--- config.mk ---
export PLATFORM = sky130hd
export DESIGN_NAME = xlat_cache
export DESIGN_NICKNAME = d
export VERILOG_FILES = /design/src/rtl/xlat_pkg.sv /design/src/rtl/xlat_tag_cmp.sv /design/src/rtl/xlat_victim.sv /design/src/rtl/xlat_cache.sv
export SDC_FILE = /design/constraint.sdc
export NUM_CORES = 1
export LEC_CHECK = 0
export BUFFER_PORTS_ARGS = -buffer_cell sky130_fd_sc_hd__buf_2
export CAP_MARGIN = 5
export CORE_ASPECT_RATIO = 1.5
export CORE_UTILIZATION = 24
export CTS_CLUSTER_DIAMETER = 120
export DETAILED_ROUTE_END_ITERATION = 16
export SKIP_CTS_REPAIR_TIMING = 1
export SLEW_MARGIN = 20
export SYNTH_ARGS = -nofsm -noshare
export SYNTH_HDL_FRONTEND = slang
export SYNTH_SLANG_ARGS = --single-unit
--- constraint.sdc ---
create_clock -name clk -period 4.1 [get_ports clk]
set_input_delay 0.82 -clock clk [delete_from_list [all_inputs] [get_ports clk]]
set_output_delay 0.82 -clock clk [all_outputs]
set_load 0.05 [all_outputs]
--- src/rtl/xlat_pkg.sv ---
package xlat_pkg;
  localparam int VPN_W  = 20;
  localparam int PPN_W  = 22;
  localparam int OFF_W  = 12;
  localparam int LVL_W  = 10;
  localparam int PERM_W = 7;
  localparam int PA_W   = PPN_W + OFF_W;
  localparam int BIT_G  = 4;

  // Compare a stored page number with a presented one; a superpage
  // only uses the upper index field.
  function automatic logic vpn_match(input logic [VPN_W-1:0] tag,
                                     input logic [VPN_W-1:0] vpn,
                                     input logic             sup);
    logic hi_eq, lo_eq;
    hi_eq = (tag[VPN_W-1:LVL_W] == vpn[VPN_W-1:LVL_W]);
    lo_eq = (tag[LVL_W-1:0] == vpn[LVL_W-1:0]);
    return hi_eq && (sup || lo_eq);
  endfunction

  // Effective frame: a superpage lets the low VPN field through.
  function automatic logic [PPN_W-1:0] eff_ppn(input logic [PPN_W-1:0] ppn,
                                               input logic [VPN_W-1:0] vpn,
                                               input logic             sup);
    return sup ? {ppn[PPN_W-1:LVL_W], vpn[LVL_W-1:0]} : ppn;
  endfunction
endpackage

--- src/rtl/xlat_tag_cmp.sv ---
module xlat_tag_cmp
  import xlat_pkg::*;
#(
  parameter int CTX_W = 9
) (
  input  logic             ent_vld,
  input  logic             ent_sup,
  input  logic             ent_glb,
  input  logic [VPN_W-1:0] ent_vpn,
  input  logic [CTX_W-1:0] ent_ctx,
  input  logic [VPN_W-1:0] q_vpn,
  input  logic [CTX_W-1:0] q_ctx,
  output logic             hit
);
  logic ctx_ok;
  logic page_ok;

  assign ctx_ok  = ent_glb || (ent_ctx == q_ctx);
  assign page_ok = vpn_match(ent_vpn, q_vpn, ent_sup);
  assign hit     = ent_vld && ctx_ok && page_ok;
endmodule

--- src/rtl/xlat_victim.sv ---
module xlat_victim #(
  parameter int ENTRIES = 8,
  localparam int IDX_W  = (ENTRIES > 1) ? $clog2(ENTRIES) : 1
) (
  input  logic               clk,
  input  logic               rst_n,
  input  logic [ENTRIES-1:0] vld_vec,
  input  logic               wr_fire,
  output logic [IDX_W-1:0]   victim,
  output logic               any_free
);
  logic [IDX_W-1:0] rr_ptr;
  logic [IDX_W-1:0] first_free;
  logic             ptr_step;

  always_comb begin
    first_free = '0;
    for (int i = ENTRIES - 1; i >= 0; i--) begin
      if (!vld_vec[i]) first_free = IDX_W'(i);
    end
  end

  assign any_free = ~&vld_vec;
  assign victim   = any_free ? first_free : rr_ptr;
  assign ptr_step = wr_fire && !any_free;

  always_ff @(posedge clk) begin
    if (!rst_n) begin
      rr_ptr <= '0;
    end else if (ptr_step) begin
      rr_ptr <= (rr_ptr == IDX_W'(ENTRIES - 1)) ? '0 : rr_ptr + 1'b1;
    end
  end


  free_slot_chk: assert property (@(posedge clk) disable iff (!rst_n)
    any_free |-> !vld_vec[victim]);


  ptr_hold_chk: assert property (@(posedge clk) disable iff (!rst_n)
    !ptr_step |=> $stable(rr_ptr));
endmodule

--- src/rtl/xlat_cache.sv ---
module xlat_cache
  import xlat_pkg::*;
#(
  parameter int ENTRIES = 8,
  parameter int CTX_W   = 9,
  localparam int IDX_W  = (ENTRIES > 1) ? $clog2(ENTRIES) : 1
) (
  input  logic              clk,
  input  logic              rst_n,
  input  logic              lk_valid,
  input  logic [19:0]       lk_vpn,
  input  logic [11:0]       lk_off,
  input  logic [CTX_W-1:0]  lk_ctx,
  input  logic              fill_valid,
  input  logic [19:0]       fill_vpn,
  input  logic [CTX_W-1:0]  fill_ctx,
  input  logic [21:0]       fill_ppn,
  input  logic [6:0]        fill_perm,
  input  logic              fill_super,
  input  logic              flush_all,
  input  logic              flush_ctx_valid,
  input  logic [CTX_W-1:0]  flush_ctx,
  output logic              rsp_valid,
  output logic              rsp_hit,
  output logic              rsp_miss,
  output logic [21:0]       rsp_ppn,
  output logic [6:0]        rsp_perm,
  output logic [33:0]       rsp_paddr
);
  // entry state
  logic [ENTRIES-1:0] e_vld;
  logic [ENTRIES-1:0] e_sup;
  logic [VPN_W-1:0]   e_vpn  [ENTRIES];
  logic [CTX_W-1:0]   e_ctx  [ENTRIES];
  logic [PPN_W-1:0]   e_ppn  [ENTRIES];
  logic [PERM_W-1:0]  e_perm [ENTRIES];

  // named internal events
  logic [ENTRIES-1:0] hit_vec;
  logic               hit_any;
  logic [IDX_W-1:0]   hit_idx;
  logic               fill_fire;
  logic               any_flush;
  logic [IDX_W-1:0]   victim;
  logic               any_free;

  assign any_flush = flush_all || flush_ctx_valid;
  assign fill_fire = fill_valid && !any_flush;

  genvar g;
  generate
    for (g = 0; g < ENTRIES; g++) begin : g_line
      xlat_tag_cmp #(.CTX_W(CTX_W)) u_cmp (
        .ent_vld (e_vld[g]),
        .ent_sup (e_sup[g]),
        .ent_glb (e_perm[g][BIT_G]),
        .ent_vpn (e_vpn[g]),
        .ent_ctx (e_ctx[g]),
        .q_vpn   (lk_vpn),
        .q_ctx   (lk_ctx),
        .hit     (hit_vec[g])
      );
    end
  endgenerate

  assign hit_any = |hit_vec;

  always_comb begin
    hit_idx = '0;
    for (int i = ENTRIES - 1; i >= 0; i--) begin
      if (hit_vec[i]) hit_idx = IDX_W'(i);
    end
  end

  xlat_victim #(.ENTRIES(ENTRIES)) u_victim (
    .clk      (clk),
    .rst_n    (rst_n),
    .vld_vec  (e_vld),
    .wr_fire  (fill_fire),
    .victim   (victim),
    .any_free (any_free)
  );

  // valid bits: flushes win over refill
  always_ff @(posedge clk) begin
    if (!rst_n) begin
      e_vld <= '0;
    end else if (flush_all) begin
      e_vld <= '0;
    end else if (flush_ctx_valid) begin
      for (int i = 0; i < ENTRIES; i++) begin
        if (!e_perm[i][BIT_G] && (e_ctx[i] == flush_ctx)) e_vld[i] <= 1'b0;
      end
    end else if (fill_valid) begin
      e_vld[victim] <= 1'b1;
    end
  end

  // payload, no reset needed
  always_ff @(posedge clk) begin
    if (fill_fire) begin
      e_sup[victim]  <= fill_super;
      e_vpn[victim]  <= fill_vpn;
      e_ctx[victim]  <= fill_ctx;
      e_ppn[victim]  <= fill_ppn;
      e_perm[victim] <= fill_perm;
    end
  end

  // registered result
  always_ff @(posedge clk) begin
    if (!rst_n) begin
      rsp_valid <= 1'b0;
      rsp_hit   <= 1'b0;
      rsp_miss  <= 1'b0;
      rsp_ppn   <= '0;
      rsp_perm  <= '0;
      rsp_paddr <= '0;
    end else begin
      rsp_valid <= lk_valid;
      rsp_hit   <= lk_valid && hit_any;
      rsp_miss  <= lk_valid && !hit_any;
      if (lk_valid) begin
        rsp_ppn   <= hit_any ? eff_ppn(e_ppn[hit_idx], lk_vpn, e_sup[hit_idx]) : '0;
        rsp_perm  <= hit_any ? e_perm[hit_idx] : '0;
        rsp_paddr <= hit_any ? {eff_ppn(e_ppn[hit_idx], lk_vpn, e_sup[hit_idx]), lk_off}
                             : '0;
      end
    end
  end


  lk_to_rsp_chk: assert property (@(posedge clk) disable iff (!rst_n)
    lk_valid |=> rsp_valid);


  one_outcome_chk: assert property (@(posedge clk) disable iff (!rst_n)
    rsp_valid |-> $onehot({rsp_hit, rsp_miss}));


  offset_pass_chk: assert property (@(posedge clk) disable iff (!rst_n)
    lk_valid |=> (rsp_hit -> (rsp_paddr[11:0] == $past(lk_off))));


  flush_clears_chk: assert property (@(posedge clk) disable iff (!rst_n)
    flush_all |=> (e_vld == '0));


  flush_keeps_glb_chk: assert property (@(posedge clk) disable iff (!rst_n)
    (flush_ctx_valid && !flush_all && e_vld[0] && e_perm[0][BIT_G]) |=> e_vld[0]);
endmodule

==> summary.md, run 1 <==
| Metric | Value |
|---|---|
| Run status | finished clean |
| Chip height | about 380 um |
| Die area | approximately 95000 um2 |
| FMAX | approximately 280 MHz |
| Fin crit share | 87.74% |
| DP HPWL | 45680 um |
| Mean Syn Cell Area | between 15 and 20 um2 |
| Synth area leader | edfxtp_1 |
| Site Rows | ~140 |
| Total GRT Usage | about an eighth |
| Post-route minimum period | between 3 and 4 ns |
| Gpl congestion | roughly 0.86 |
| Simple-gate area share of the yosys netlist | between 6 and 7% |
| First DRT Iteration DRCs | between 800 and 900 |
| Routed vias/inst | ~4.4 |
| Max H-tree Level | 2 |
| Final Non-Filler Cells | between 3000 and 4000 |
| Number of synthesized register bits | 527 |
| Synth Area in XOR/XNOR | between 10% and 20% |
| TritonCTS clock tree | built |
| Antenna violation net count after detailed routing | 0 |
| Mapped cell area | between 20000 and 25000 um2 |
| Post-synth cell types | 56 |
| Placed instance area | approximately 25000 um2 |
| # DRC | 0 |
| Multiplexer share of the synthesized area | roughly 6.6% |
| Most used DFF post-synth | edfxtp_1 |
| CP startpoint kind | register |
| Largest family of logic cells by synthesized area | XOR/XNOR gates |
| Clk slew on worst S/H paths | ~0.070 ns |
| Critical Path AT | about 4.1 ns |
| Req. time, crit path | about 4.6 ns |
| Starting Density | between 20 and 25% |
| Vias | approximately 13000 |
| Worst Hold Class | primary input to register |
| Power Density | slightly above 400 nW/um2 |
| Dpl cells | 2915 |
| Worst clock skew | 0.03532 ns |
| Compound-Gate Fraction of Synth Area | 4.514% |
| Total wire length | about 64000 um |
| Pleak | roughly 9.4 nW |
| First-pass GRT wire length | between 90000 and 100000 um |
| Max cap viols | 0 |
| Nets | between 1500 and 2000 |
| Number of flops mapped to enable cells by yosys | between 400 and 500 |
| Largest net degree at the start of global routing | 56 |
| Wirelength per Cell | around 21 um |
| RSZ-0062 raised after global routing | no |
| VDD IR max | 0.3443 mV |
| Post-Syn Instances | 1474 |
| Finished Cell Area | 27200 um2 |
| Max-slew violations | 0 |
| Worst-Skew Late Latency | 0.62 ns |
| Core footprint | approximately 93000 um2 |
| Element type at the critical path end | register |
| I/O Pins | ~180 |
| Clk sink count | roughly 530 |
| Final TNS setup | 0 ns |
| Synth warn | 0 |
| Setup violations, final | 0 |
| Syn-to-layout area delta | 21.14% |
| Root buffer cell | clkbuf_16 |
| I/O Buffers | 180 |
| Post-Route Utilization | 29.27% |
| Place WS | -0.08772 ns |
| Final Hold Fails | 0 |
| Share of layout cells above drive strength 1 | 22.15% |
| Post-synth net total | roughly 1600 |
| Antenna violations before repair | 26 |
| Top cells by area, synth | edfxtp_1 (63%), xnor2_1 (7.3%), mux2i_1 (6.2%), dfxtp_1 (4.9%), xor2_1 (4.6%) |
| Overflow after GRT | 0 |
| Drt first pass iters | 5 |
| Worst Tran Pin Value | about 0.74 ns |
| CTS buffer count | between 50 and 60 |
| Die width | around 250 um |
| Setup CP Type | register to register |
| Worst rel slew slack | between 40% and 50% |
| Maximum net fanout on the critical path | 20 |
| Adder-Cell Fraction of Synth Area | less than 1% |
| Top cell type's share of synthesized area | 63.13% |
| Vias in the first global route | 13640 |
| Clock Path Buffers | 3 |
| Seq/Total Area, Yosys | 68.04% |
| Ys async rst share | 0% |
| Final Worst Setup Slack | about 0.50 ns |
## cell usage after synthesis (2+ instances only)
library cell  count
o21a_1            6
nor2b_1          10
a41oi_1           9
a22oi_1           6
nor4_1           28
o221ai_1          2
nor3_1           16
a21o_1            2
ha_1              2
xnor2_1         187
edfxtp_1        472
clkbuf_1         21
o2bb2a_4          4
o21ai_2           4
mux2i_1         140
buf_1             3
and2_1            3
and4_1            2
xor2_1          117
o21ai_0          10
nand2_1          61
a222oi_1          4
nand4b_1         10
buf_2            34
nand2b_1          6
o21ai_1          14
mux2_1            8
nand4_1          55
a22o_1           26
a21oi_1          16
nand3_1          26
inv_1             9
buf_4            34
o211ai_1          8
or3_1             8
nor2_1           25
a221oi_1          8
dfxtp_1          55
or4_1             5
buf_6             2
## layer usage
metal  share of wire, %  track usage (%)
met5               0.20                0
met4                3.6            4.659
met3                5.8            2.780
met2                 53            24.92
met1                 38            14.65
## registers in the layout, indices dropped and copies added (netlist names), 3 cells and up
register	flops
rsp_ppn	22
e_vld	8
e_perm	56
rsp_perm	7
e_ppn	176
e_ctx	72
rsp_paddr	12
u_victim.rr_ptr	3
e_sup	8
e_vpn	160
## placed cells by master (no fill, tap or decap), types with 4 or more instances in the layout
cell	instances
inv_1	9
or3_1	8
buf_2	180
a21oi_1	15
o21ai_1	14
nand2_1	61
mux2i_1	140
nor2b_1	9
buf_4	86
xor2_1	117
nand2b_1	5
xnor2_1	187
o211ai_1	8
nand3_1	26
a222oi_1	4
a221oi_1	8
nor3_1	16
nand4b_1	10
o21ai_2	4
clkinv_2	13
a41oi_1	9
dfxtp_1	55
clkbuf_1	14
nor2_4	8
buf_12	18
o21a_1	6
bufinv_16	4
a22o_1	26
a22oi_1	6
o2bb2a_4	4
o21ai_0	10
nor2_1	17
nand4_1	55
nor4_1	28
edfxtp_1	472
mux2_1	8
or4_1	5
clkbuf_16	55
## through the flow
step | hold WS, ns | power, W
finish | 0.4396 | 0.01114
floorplan | 0.4887 | 0.006234
CTS | 0.3991 | 0.01126
global route | 0.4110 | 0.01149
detailed placement | 0.4520 | 0.006461
global placement | 0.4520 | 0.006452
## power by group
group	switching, W	internal, W
logic	0.000296	0.000167
registers	0.00000977	0.00587
clock network	0.00206	0.00274
total	0.00236	0.00877
## final cells by class
cell class	instances	area, um2
fillers	9399	65710
flip-flops and latches	527	15270
multi-input cells	843	6689
repair buffers	284	1907
well taps	1251	1565
clock buffers	70	1443
clock inverters	27	276.5
inverters	10	37.54
diodes	2	5.005
## final timing paths
check                start            end  slack, ns  cells past startpoint
max            e_vpn[6][5]     rsp_ppn[0]       0.50                     13
max reg2reg    e_vpn[6][5]     rsp_ppn[0]       0.50                     13
min              lk_off[9]   rsp_paddr[9]       0.44                      2
min reg2reg  rsp_paddr[11]  rsp_paddr[11]       0.47                      1
## kinds of logic after synthesis
| group | count (synthesis) |
|---|---|
| flops | 527 |
| xor+xnor | 304 |
| simple gates | 260 |
| mux | 148 |
| compound gates | 129 |
| buf+inv | 104 |
| fa+ha+maj | 2 |
## worst max-delay path, stage by stage, from the launching register on
cell      delay (ns)
edfxtp_1        0.38
xor2_1          0.15
nor4_1          0.35
buf_4           0.21
a41oi_1         0.12
buf_4           0.19
or4_1           0.57
a211oi_2        0.32
or2_1           0.25
a311oi_1        0.12
a221o_1         0.39
buf_12          0.17
o2bb2a_4        0.21
o21ai_1         0.07
No activity file was read; power rests on OpenSTA's default activity.
==> run 2: changes to the inputs <==
Clock period 4.1 ns to 3.6 ns, I/O delays scaled along.
==> run 2 against run 1 <==
  * Worst hold slack worse by 0.11 ns
  * Sequential share of layout area fell by 1.3 points
  * Setup slack got worse by 0.40 ns
  * Critical endpoint is now rsp_perm[6]
  * Power rose by 16%
  * Fmax increased by 2.7%
  * Combinational power grew 25%
  * Global-route usage increased by 0.30 points
  * Count of clock-buffer cells in the layout increased by 7
  * Die area stayed put
  * Flip-flop and latch count unchanged
  * Via count grew 2.3%
  * Clock skew down 0.016 ns
==> summary.md, run 2 (synthesis gave the netlist of run 1 again) <==
| Metric | Value |
|---|---|
| Worst rel slew slack | between 50 and 60% |
| Nets | between 1500 and 2000 |
| Max H-tree Level | 2 |
| Site Rows | about 140 |
| FMAX | around 290 MHz |
| Worst R2R Path Depth | 11 |
| Worst-Skew Late Latency | slightly above 0.6 ns |
| CTS buffer count | 55 |
| Setup violations, final | 0 |
| RSZ-0062 raised after global routing | no |
| Critical Path End | rsp_perm[6] |
| Total wire length | ~65000 um |
| Maximum net fanout on the critical path | 20 |
| Overflow after GRT | 0 |
| Pleak | ~10 nW |
| Die area | about 95000 um2 |
| Largest Register | e_ppn |
| Gpl congestion | ~0.9 |
| Critical Path AT | around 4.0 ns |
| Setup CP Type | register to register |
| Run status | finished clean |
| Routed vias/inst | 4.367 |
| Worst Tran Pin Value | between 0.6 and 0.7 ns |
| Cell internal pwr | approximately 0.010 W |
| Power Density | between 400 and 500 nW/um2 |
| # DRC | 0 |
| Most common cell after layout, fill and taps aside | edfxtp_1 |
| Power Total | 0.01297 W |
| First DRT Iteration DRCs | between 700 and 800 |
| Post-route minimum period | about 3.5 ns |
| I/O Pins | ~180 |
| Post-Route Utilization | 29.97% |
| Clk sink count | 527 |
| Req. time, crit path | ~4 ns |
| DP HPWL | about 47000 um |
| Number of flip-flops in the largest register | about 180 |
| First-pass GRT wire length | between 90000 and 100000 um |
| Finished Cell Area | ~28000 um2 |
| Die width | ~250 um |
| Total GRT Usage | between 10% and 20% |
| Crit path launch | e_ctx[2][6] |
| Vias | roughly 14000 |
| Max-slew violations | 0 |
| VDD IR max | 0.3282 mV |
| Drt first pass iters | 4 |
| Gate power share | 4.5% |
| Core footprint | between 90000 and 100000 um2 |
| Worst Hold Class | primary input to register |
| Wirelength per Cell | about 21 um |
| P_sw | between 0.002 and 0.003 W |
| Final Worst Setup Slack | ~0.098 ns |
| Element type at the critical path end | register |
| Clock network fraction of design power | approximately 44% |
| Final Hold Fails | 0 |
| Max cap viols | 0 |
| Flop-to-flop setup slack | between 0.09 and 0.1 ns |
| Root buffer cell | clkbuf_16 |
| Most frequent cells in the layout | edfxtp_1 (472), xnor2_1 (187), buf_2 (180), buf_4 (151), mux2i_1 (140) |
| Sequential share of power | about 52% |
| Syn-to-layout area delta | 24.01% |
| Chip height | ~380 um |
| Starting Density | about a quarter |
| Top Registers | e_ppn: 176 flops, e_vpn: 160 flops, e_ctx: 72 flops |
| Critical register-to-register path startpoint | e_ctx[2][6] |
| TritonCTS clock tree | built |
| Sw Share | 21.09% |
| Fin crit share | slightly below 100% |
| Place WS | -0.5094 ns |
| Antenna violations before repair | 30 |
| Fill count | 9371 |
| Worst clock skew | 0.01904 ns |
| CP startpoint kind | register |
| Share of layout cells above drive strength 1 | approximately 26% |
| Clock Path Buffers | 3 |
| Placed instance area | 25960 um2 |
| I/O Buffers | between 150 and 200 |
| Vias in the first global route | about 14000 |
| Antenna violation net count after detailed routing | 0 |
| Worst r2r dst | rsp_perm[6] |
| Clk slew on worst S/H paths | 0.06 ns |
| Largest net degree at the start of global routing | between 50 and 60 |
[run 2: layer usage]
layer	wire, um	GRT usage [%]	up-vias
li1	-	-	6164
met1	24690	15.01	6738
met2	34290	25.17	431
met3	3683	2.766	153
met4	2481	5.522	18
met5	103	0	-
[run 2: area by class of cell]
class | instances | area [um2] | area share, %
clock buffer | 77 | 1569 | 5.635
antenna | 8 | 20.02 | 0.07190
inverter | 10 | 37.54 | 0.1348
tap | 1251 | 1565 | 5.622
sequential | 527 | 15270 | 54.86
clock inverter | 26 | 250.2 | 0.8988
multi-input combinational | 843 | 6728 | 24.16
timing repair buffer | 350 | 2397 | 8.610
[run 2: through the flow]
step	hold slack (ns)	setup TNS, ns	instances
after floorplan	0.4887	-308.27	1474
after global placement	0.4319	-10.53	2981
after detailed placement	0.4427	-11.09	2981
after CTS	0.2932	-0.2756	3084
after global routing	0.3012	0	3091
final	0.3252	0	3092
[run 2: worst min path at each step]
| stage | startpoint | end | slack, ns | depth (start not counted) |
|---|---|---|---|---|
| floorplan | e_vld[4] | e_vld[4] | 0.49 | 2 |
| global placement | rsp_perm[5] | rsp_perm[5] | 0.43 | 2 |
| detailed placement | rsp_perm[5] | rsp_perm[5] | 0.44 | 2 |
| CTS | lk_off[1] | rsp_paddr[1] | 0.29 | 2 |
| global route | lk_off[1] | rsp_paddr[1] | 0.30 | 2 |
| finish | lk_off[1] | rsp_paddr[1] | 0.33 | 2 |
[run 2: critical path: stages, from the launching register on]
cell	delay [ns]
edfxtp_1	0.44
xor2_1	0.22
nor4_2	0.37
a41oi_2	0.29
or4_1	0.59
o22a_1	0.24
a21oi_4	0.24
buf_12	0.22
buf_4	0.23
mux2i_1	0.11
a222oi_1	0.34
inv_1	0.07
[run 2: power groups by stage]
| stage | registers (W) | logic, W | clock network, W |
|---|---|---|---|
| 2_1_floorplan | 0.00683 | 0.000271 | 0 |
| 6_report | 0.00669 | 0.000578 | 0.00570 |
| 3_5_place_dp | 0.00682 | 0.000581 | 0 |
| 3_3_place_gp | 0.00682 | 0.000572 | 0 |
| 4_1_cts | 0.00669 | 0.000584 | 0.00584 |
| 5_1_grt | 0.00669 | 0.000623 | 0.00604 |
==> run 3: changes to the inputs <==
Clock period 3.6 ns to 4.2 ns, I/O delays scaled along.
==> run 3 against run 2 <==
  * Combinational power down 22%
  * Wire length down 2.2%
  * Critical path depth up 2
  * Critical path type unchanged
==> summary.md, run 3 (synthesis gave the netlist of run 1 again) <==
| Metric | Value |
|---|---|
| Run status | finished clean |
| Syn-to-layout area delta | 21.79% |
| Register area | around 15000 um2 |
| Worst-path cell chain | xor2_1, nor4_1, buf_4, a41oi_1, buf_4, or4_1, a211oi_2, or2_1, a311oi_1, a221o_1, buf_12, o2bb2a_4, o21ai_1 |
| Final Hold Fails | 0 |
| Die width | 251.7 um |
| Drt first pass iters | 5 |
| Fill count | roughly 9400 |
| Dpl cells | 2910 |
| Routed vias/inst | approximately 4.4 |
| Clk sink count | 527 |
| Wirelength per Cell | between 20 and 25 um |
| Power Density | approximately 410 nW/um2 |
| Critical Path AT | between 4 and 5 ns |
| Share of layout cells above drive strength 1 | between 20 and 25% |
| Max-slew violations | 0 |
| # DRC | 0 |
| First DRT Iteration DRCs | approximately 800 |
| Worst-Skew Late Latency | between 0.6 and 0.7 ns |
| Req. time, crit path | 4.75 ns |
| I/O Buffers | between 150 and 200 |
| Buf/Inv on CP | 3 |
| CP startpoint kind | register |
| Number of flip-flops in the largest register | between 150 and 200 |
| Element type at the critical path end | register |
| Total wire length | ~64000 um |
| Setup CP Type | register to register |
| Vias in the first global route | 13780 |
| Nets | between 1500 and 2000 |
| Most frequent cells in the layout | edfxtp_1 (472), xnor2_1 (187), buf_2 (180), mux2i_1 (140), xor2_1 (117) |
| Root buffer cell | clkbuf_16 |
| Chip height | around 380 um |
| Post-Route Utilization | slightly below 30% |
| Total GRT Usage | a little over an eighth |
| Fin crit share | around 86% |
| Worst Tran Pin Value | 0.7199 ns |
| Gpl congestion | 0.8867 |
| FMAX | roughly 280 MHz |
| I/O Pins | roughly 180 |
| First-pass GRT wire length | a little over 90000 um |
| Worst rel slew slack | slightly above 50% |
| Overflow after GRT | 0 |
| Final TNS setup | 0 ns |
| CP max stage cell | or4_1 |
| Clock Path Buffers | 3 |
| Antenna violation net count after detailed routing | 0 |
| Final Non-Filler Cells | between 3000 and 4000 |
| Site Rows | approximately 140 |
| Clk slew on worst S/H paths | roughly 0.060 ns |
| Worst clock skew | between 0.04 and 0.05 ns |
| Antenna violations before repair | 26 |
| Post-route minimum period | about 3.6 ns |
| DP HPWL | 45170 um |
| Most common cell after layout, fill and taps aside | edfxtp_1 |
| CP max stage delay | slightly below 0.6 ns |
| Flop-to-flop setup slack | 0.58 ns |
| Max cap viols | 0 |
| Vias | between 10000 and 15000 |
| TritonCTS clock tree | built |
| Top Registers | e_ppn: 176 flops, e_vpn: 160 flops, e_ctx: 72 flops |
| Pleak | roughly 9.5 nW |
| Starting Density | 24.16% |
| CP most frequent cell | buf_4 |
| RSZ-0062 raised after global routing | no |
| Die area | around 95000 um2 |
| Setup violations, final | 0 |
| Core footprint | between 90000 and 100000 um2 |
| Area of the multi-input gates | 6689 um2 |
| Largest net degree at the start of global routing | 51 |
| Final hold slack | between 0.4 and 0.5 ns |
| Maximum net fanout on the critical path | 20 |
| Largest Register | e_ppn |
| CTS buffer count | 57 |
| Worst Hold Class | primary input to register |
| VDD IR max | about 0.30 mV |
| Max H-tree Level | 2 |
| Top Family by Delay on Critical Path | compound AO/OA/AOI/OAI gates |
## run 3: changes by cell type in the layout (fill, tap and decap cells not counted), sizes merged
| cell | previous run | this run |
|---|---|---|
| clkinv | 15 | 23 |
| diode | 8 | 2 |
| bufinv | 4 | 6 |
| buf | 350 | 279 |
| clkinvlp | 3 | 4 |
| clkbuf | 77 | 71 |
## run 3: worst reg2reg max path, cell delays in order (launching register included)
cell	delay (ns)
edfxtp_1	0.38
xor2_1	0.16
nor4_1	0.31
buf_4	0.19
a41oi_1	0.21
buf_4	0.21
or4_1	0.58
a211oi_2	0.32
or2_1	0.26
a311oi_1	0.12
a221o_1	0.40
buf_12	0.17
o2bb2a_4	0.22
o21ai_1	0.06
## run 3: area by class of cell
type	count	share of cell area (%)
sequential	527	55.87
multi-input combinational	843	24.46
tap	1251	5.725
antenna	2	0.01830
clock inverter	37	1.387
clock buffer	71	5.519
inverter	10	0.1373
timing repair buffer	279	6.883
## run 3: final timing paths
kind	from	to	cells after the start
worst min register to register	rsp_paddr[11]	rsp_paddr[11]	1
worst max register to register	e_vpn[6][5]	rsp_ppn[0]	13
worst max-delay path	e_vpn[6][5]	rsp_ppn[0]	13
worst min-delay path	lk_off[0]	rsp_paddr[0]	2
## run 3: metal layers
layer  GRT usage [%]  part of all wire (%)  vias to the layer above
met2           24.66                    53                      472
met4           4.429                   2.8                       24
li1                -                     -                     6021
met1           14.92                    38                     6623
met3           3.056                   6.3                      126
met5               0                  0.25                        -
## run 3: stage by stage
| step | instance area, um2 | total power [W] | worst slack (ns) |
|---|---|---|---|
| 2_1_floorplan | 22450 | 0.006085 | -0.2680 |
| 3_3_place_gp | 25450 | 0.006294 | 0.01983 |
| 3_5_place_dp | 25450 | 0.006304 | -0.03651 |
| 4_1_cts | 27340 | 0.01133 | 0.5509 |
| 5_1_grt | 27340 | 0.01157 | 0.3831 |
| 6_report | 27340 | 0.01121 | 0.5775 |
## run 3: report_power, final
part,total [W],switching (W),internal [W]
clock,0.00502,0.00209,0.00293
sequential,0.00574,0.00000900,0.00573
combinational,0.000451,0.000291,0.000160
total,0.0112,0.00239,0.00882
